File: src/rtl/sbw_pkg.sv
package sbw_pkg;
  localparam int MAX_BEATS = 4;
  localparam int MIN_BEATS = 2;
  localparam int BEAT_W    = $clog2(MAX_BEATS);

  typedef struct packed {
    logic load;     // capture a new request
    logic advance;  // step to the next beat
  } sbwStrobe_t;

  typedef enum logic {
    ST_IDLE  = 1'b0,
    ST_BURST = 1'b1
  } sbwState_t;
endpackage

File: src/rtl/sbw_rdy_sync.sv
module sbw_rdy_sync (
  input  logic clk,
  input  logic rstN,
  input  logic rdyAsync,
  output logic rdySync
);
  logic rdyFall;

  // first stage on the falling edge: ready is looked at half a clock before use
  always_ff @(negedge clk or negedge rstN) begin
    if (!rstN) rdyFall <= 1'b0;
    else       rdyFall <= rdyAsync;
  end

  always_ff @(posedge clk or negedge rstN) begin
    if (!rstN) rdySync <= 1'b0;
    else       rdySync <= rdyFall;
  end
endmodule

File: src/rtl/sbw_ctrl.sv
module sbw_ctrl
  import sbw_pkg::*;
#(
  parameter int WAIT_W = 3
) (
  input  logic              clk,
  input  logic              rstN,
  input  logic              reqValid,
  input  logic [2:0]        cfgBeats,
  input  logic [WAIT_W-1:0] cfgWait,
  input  logic              cfgUseWe,
  input  logic              rdySync,
  output sbwStrobe_t        strobe,
  output logic              csN,
  output logic              weN,
  output logic              idle,
  output logic              done
);
  sbwState_t         state;
  logic [BEAT_W-1:0] beatIdx;
  logic [BEAT_W-1:0] lastIdx;
  logic [WAIT_W-1:0] waitCnt;
  logic [WAIT_W-1:0] waitEff;
  logic              useWe;

  logic              accept;
  logic              beatEnd;
  logic [BEAT_W-1:0] lastIdxReq;
  logic [WAIT_W-1:0] waitReq;

  always_comb begin
    if (cfgBeats < 3'(MIN_BEATS))      lastIdxReq = BEAT_W'(MIN_BEATS - 1);
    else if (cfgBeats > 3'(MAX_BEATS)) lastIdxReq = BEAT_W'(MAX_BEATS - 1);
    else                               lastIdxReq = BEAT_W'(cfgBeats - 3'd1);
  end

  // a one-clock write-enable pulse is not allowed: raise zero waits to one
  assign waitReq = (cfgUseWe && cfgWait == '0) ? WAIT_W'(1) : cfgWait;

  assign accept  = (state == ST_IDLE) && reqValid;
  assign beatEnd = (state == ST_BURST) && (waitCnt == '0) && rdySync;

  always_ff @(posedge clk or negedge rstN) begin
    if (!rstN) begin
      state   <= ST_IDLE;
      beatIdx <= '0;
      lastIdx <= '0;
      waitCnt <= '0;
      waitEff <= '0;
      useWe   <= 1'b0;
      done    <= 1'b0;
    end else begin
      done <= 1'b0;
      unique case (state)
        ST_IDLE: begin
          if (accept) begin
            state   <= ST_BURST;
            beatIdx <= '0;
            lastIdx <= lastIdxReq;
            waitEff <= waitReq;
            waitCnt <= waitReq;
            useWe   <= cfgUseWe;
          end
        end
        ST_BURST: begin
          if (beatEnd) begin
            if (beatIdx == lastIdx) begin
              state <= ST_IDLE;
              done  <= 1'b1;
            end else begin
              beatIdx <= beatIdx + 1'b1;
              waitCnt <= waitEff;
            end
          end else if (waitCnt != '0) begin
            waitCnt <= waitCnt - 1'b1;
          end
        end
        default: state <= ST_IDLE;
      endcase
    end
  end

  assign strobe.load    = accept;
  assign strobe.advance = beatEnd && (beatIdx != lastIdx);

  assign csN  = (state != ST_BURST);
  assign weN  = !((state == ST_BURST) && useWe && !beatEnd);
  assign idle = (state == ST_IDLE);
endmodule

File: src/rtl/sbw_datapath.sv
module sbw_datapath
  import sbw_pkg::*;
#(
  parameter int ADDR_W = 24,
  parameter int DATA_W = 32
) (
  input  logic                        clk,
  input  logic                        rstN,
  input  sbwStrobe_t                  strobe,
  input  logic [ADDR_W-1:0]           reqAddr,
  input  logic                        reqWord,
  input  logic [MAX_BEATS*DATA_W-1:0] reqData,
  output logic [ADDR_W-1:0]           memAddr,
  output logic [DATA_W-1:0]           memData,
  output logic                        memHalf,
  output logic                        memWord,
  output logic                        memWrite
);
  logic [DATA_W-1:0] wordBuf [MAX_BEATS];
  logic [BEAT_W-1:0] idx;
  logic              sizeWord;
  logic [ADDR_W-1:0] addrStep;

  for (genvar g = 0; g < MAX_BEATS; g++) begin : g_buf
    always_ff @(posedge clk or negedge rstN) begin
      if (!rstN)            wordBuf[g] <= '0;
      else if (strobe.load) wordBuf[g] <= reqData[g*DATA_W +: DATA_W];
    end
  end

  assign addrStep = sizeWord ? ADDR_W'(4) : ADDR_W'(2);

  always_ff @(posedge clk or negedge rstN) begin
    if (!rstN) begin
      memAddr  <= '0;
      idx      <= '0;
      sizeWord <= 1'b0;
      memHalf  <= 1'b0;
      memWrite <= 1'b0;
    end else if (strobe.load) begin
      memAddr  <= reqAddr;
      idx      <= '0;
      sizeWord <= reqWord;
      memHalf  <= !reqWord;
      memWrite <= 1'b1;
    end else if (strobe.advance) begin
      memAddr <= memAddr + addrStep;
      idx     <= idx + 1'b1;
    end
  end

  assign memWord = sizeWord;
  assign memData = wordBuf[idx];
endmodule

File: src/rtl/sram_burst_writer.sv
module sram_burst_writer
  import sbw_pkg::*;
#(
  parameter int ADDR_W = 24,
  parameter int DATA_W = 32,
  parameter int WAIT_W = 3
) (
  input  logic                        clk,
  input  logic                        rstN,
  input  logic                        reqValid,
  input  logic [ADDR_W-1:0]           reqAddr,
  input  logic                        reqWord,
  input  logic [MAX_BEATS*DATA_W-1:0] reqData,
  input  logic [2:0]                  cfgBeats,
  input  logic [WAIT_W-1:0]           cfgWait,
  input  logic                        cfgUseWe,
  input  logic                        memRdy,
  output logic                        idle,
  output logic                        done,
  output logic                        memCsN,
  output logic                        memWeN,
  output logic                        memOeN,
  output logic [ADDR_W-1:0]           memAddr,
  output logic [DATA_W-1:0]           memData,
  output logic                        memHalf,
  output logic                        memWord,
  output logic                        memWrite
);
  sbwStrobe_t strobe;
  logic       rdySync;

  sbw_rdy_sync i_sync (
    .clk      (clk),
    .rstN     (rstN),
    .rdyAsync (memRdy),
    .rdySync  (rdySync)
  );

  sbw_ctrl #(.WAIT_W(WAIT_W)) i_ctrl (
    .clk      (clk),
    .rstN     (rstN),
    .reqValid (reqValid),
    .cfgBeats (cfgBeats),
    .cfgWait  (cfgWait),
    .cfgUseWe (cfgUseWe),
    .rdySync  (rdySync),
    .strobe   (strobe),
    .csN      (memCsN),
    .weN      (memWeN),
    .idle     (idle),
    .done     (done)
  );

  sbw_datapath #(.ADDR_W(ADDR_W), .DATA_W(DATA_W)) i_dp (
    .clk      (clk),
    .rstN     (rstN),
    .strobe   (strobe),
    .reqAddr  (reqAddr),
    .reqWord  (reqWord),
    .reqData  (reqData),
    .memAddr  (memAddr),
    .memData  (memData),
    .memHalf  (memHalf),
    .memWord  (memWord),
    .memWrite (memWrite)
  );

  assign memOeN = 1'b1;
endmodule

File: config.mk
export PLATFORM = sky130hd
export DESIGN_NAME = sram_burst_writer
export DESIGN_NICKNAME = d
export VERILOG_FILES = /design/src/rtl/sbw_pkg.sv /design/src/rtl/sbw_rdy_sync.sv /design/src/rtl/sbw_ctrl.sv /design/src/rtl/sbw_datapath.sv /design/src/rtl/sram_burst_writer.sv
export SDC_FILE = /design/constraint.sdc
export NUM_CORES = 1
export LEC_CHECK = 0
export CAP_MARGIN = 10
export CORE_UTILIZATION = 45
export CTS_CLUSTER_SIZE = 40
export DETAILED_ROUTE_END_ITERATION = 7
export GPL_ROUTABILITY_DRIVEN = 0
export MAX_ROUTING_LAYER = met4
export PLACE_DENSITY = 0.77
export SLEW_MARGIN = 40
export SYNTH_ARGS = -nofsm -noshare
export SYNTH_HDL_FRONTEND = slang
export SYNTH_HIERARCHICAL = 1
export SYNTH_SLANG_ARGS = --single-unit
export TNS_END_PERCENT = 20
File: constraint.sdc
create_clock -name clk -period 5.9 [get_ports clk]
set_input_delay 1.18 -clock clk [delete_from_list [all_inputs] [get_ports clk]]
set_output_delay 1.18 -clock clk [all_outputs]
set_load 0.005 [all_outputs]
==> impl_results.md <==
- Clock sink count: 172
- Crit Path Max Fanout: 1
- CTS root buf: clkbuf_16
- Row cnt: 47
- Global-route wire length before repair: 29.6 mm
- Vias: 5323
- Critical Path AT: 1.57 ns
- Grt total ovfl: 0
- Initial antenna violation count: 0
- Ranking of synthesized cells by area: dfrtp_1 55%, mux2_2 19%, mux4_2 9.2%
- Avg WL per Cell: 18.2 microns
- Max-slew violation count: 0
- Synth Instances: 553
- Required time worst endpoint: 3.19 ns
- DP HPWL: 13.0 mm
- Largest net degree at the start of global routing: 113
- Utilization after layout: 0.645
- Crit path kind: in2reg
- Nets: 937
- Final hold violations: 0
- Vias per inst: 5.32
- Sequential element share of the synthesized area: 0.551
- Drt drc: 0
- CTS tree: built
- Synth Cell Area: 0.00781 sq mm
- Post-synth cell types: 54
- Status: finished clean
- Fillers: 1276
- Max-capacitance violation count: 0
- Overall track demand over capacity in global routing: 0.223
- Pre-CTS WS: 1.21 ns
- Delay-heaviest family, CP: buffers and inverters
- Mean post-synth cell area: 14.1 sq um
- Placed insts: 969
- CP Launch Type: primary input
- Slew HR: 0.488
- Share of layout cells above drive strength 1: 0.282
- CTS-repair resized insts: 0
- Yosys top cell area share: 0.548
- Number of clock buffers inserted by TritonCTS: 17
- Leakage: 4.45 nW
- Initial Util: 0.466
- Final Setup Violations: 0
- Setup TNS: 0 ns
- Synthesis Warnings: 6
- Top Ports: 228
- Die width: 134 microns
- Clk buf depth: 2
- Synth-to-layout area growth: 38.4%
- Worst path slowest cell: clkdlybuf4s50_1
- Post-synth EDFFs: 0
- RSZ-0062 raised after global routing: no
- Cells along the critical path: clkdlybuf4s50_1
- DP Area: 0.0102 sq mm
- Hold Crit Class: reg2reg
- TritonRoute pass-1 iters: 5
- ANT nets after route: 0
- Synth Flop Type: dfrtp_1
- Slew @ Worst Pin: 0.768 ns
- Bufs and invs on worst path: 1
- Commonest non-fill, non-tap cell in the layout: clkdlybuf4s50_1
- Crit-path max cell delay: 0.39 ns
- Die height: 134 microns
- Total wire length: 18.2 mm
- Diodes inserted: 0
- Clk slew on worst S/H paths: 0.06 ns
- Crit end category: register
- # port buffers: 226
- Fin worst setup slack: 1.62 ns
- Most frequent cells in the layout: 225 x clkdlybuf4s50_1, 169 x dfrtp_1, 130 x mux2_2
- Tot Pwr: 5.47 mW
- Core Box Area: 0.0168 sq mm
- Die area: 0.0179 sq mm
- Peak supply drop: 0.000280 V
- P per Cell Area: 506 mW/mm^2
- Later-pin clock latency in the skew report: 0.41 ns
- Syn_nets: 722
- Reg2reg setup slack: 2.49 ns
- Setup Skew: 0.0224 ns
- Vias in the first global route: 5832
- Post-CTS Setup Bufs: 0
- DR iter-0 viols: 161
- Post-route cell area: 0.0108 sq mm
- Synth area leader: dfrtp_1
- Seq cells post-synth: 172
- Non-filler cells, final: 1001
- H-tree Lvls: 4
- Final hold slack: 0.474 ns
- Post-synth ARST share: 1.00
- Hold_buf cts: 0
-- cells in the mapped netlist, types with 3 or more instances --
cell type	instances
or3_1	8
xnor2_1	9
nand2_1	35
o21ai_1	4
clkbuf_1	25
dfrtp_1	171
a31oi_1	10
mux4_2	32
inv_1	8
mux2i_1	4
buf_4	4
o21ai_0	16
a21oi_1	4
nand3_1	7
o31ai_1	3
nand4_1	4
ha_1	4
buf_2	4
or4_1	3
mux2_2	130
xor2_1	4
nor2_1	23
-- sequential cells by signal, indices dropped and copies added (netlist names) --
signal          cells
i_dp/wordBuf      128
i_dp/memAddr       24
i_ctrl/waitCnt      3
i_ctrl/waitEff      3
i_ctrl/beatIdx      2
i_ctrl/lastIdx      2
i_dp/idx            2
i_ctrl/done         1
i_ctrl/state        1
i_ctrl/useWe        1
i_dp/memHalf        1
i_dp/memWord        1
i_dp/memWrite       1
i_sync/rdyFall      1
i_sync/rdySync      1
-- area by class of cell --
cell class | instances | area [sq um] | area share
Sequential cell | 172 | 4310 | 0.399
Multi-Input combinational cell | 336 | 3300 | 0.305
Timing Repair Buffer | 231 | 2300 | 0.213
Clock buffer | 20 | 457 | 0.0423
Tap cell | 220 | 275 | 0.0255
Clock inverter | 12 | 111 | 0.0103
Inverter | 10 | 47.5 | 0.00440
-- per-layer routing --
| metal | vias to the layer above | part of all wire | routed length [microns] | GRT usage |
|---|---|---|---|---|
| met4 | 0 | 0.013 | 233 | 0.0657 |
| met1 | 2688 | 0.40 | 7310 | 0.268 |
| met5 | - | 0 | 0 | - |
| met3 | 16 | 0.069 | 1250 | 0.0647 |
| met2 | 173 | 0.52 | 9380 | 0.365 |
| li1 | 2446 | - | - | - |
-- report_power, final --
| part | internal (mW) | switching, mW | leakage, nW |
|---|---|---|---|
| clock | 0.609 | 0.466 | 0.279 |
| sequential | 1.74 | 0.471 | 2.10 |
| combinational | 1.47 | 0.716 | 2.07 |
-- final timing paths --
kind,from,end,depth (start not counted)
worst max-delay path,memRdy,i_sync/rdyFall,1
worst min-delay path,i_dp/memWrite,i_dp/memWrite,1
worst max register to register,i_sync/rdyFall,i_sync/rdySync,0
worst min register to register,i_dp/memWrite,i_dp/memWrite,1
max in group asynchronous,rstN,i_sync/rdyFall,1
min in group asynchronous,rstN,i_ctrl/waitCnt[2],1
-- cells by family after synthesis --
| kind of cell | after synthesis | synth area share |
|---|---|---|
| compound gates | 48 | 0.0401 |
| xor+xnor | 15 | 0.0188 |
| fa+ha+maj | 5 | 0.00898 |
| buf+inv | 45 | 0.0264 |
| flops | 172 | 0.551 |
| mux | 166 | 0.285 |
| other cells | 1 | 0.000480 |
| simple gates | 101 | 0.0689 |
(Power assumes the default switching activity.)
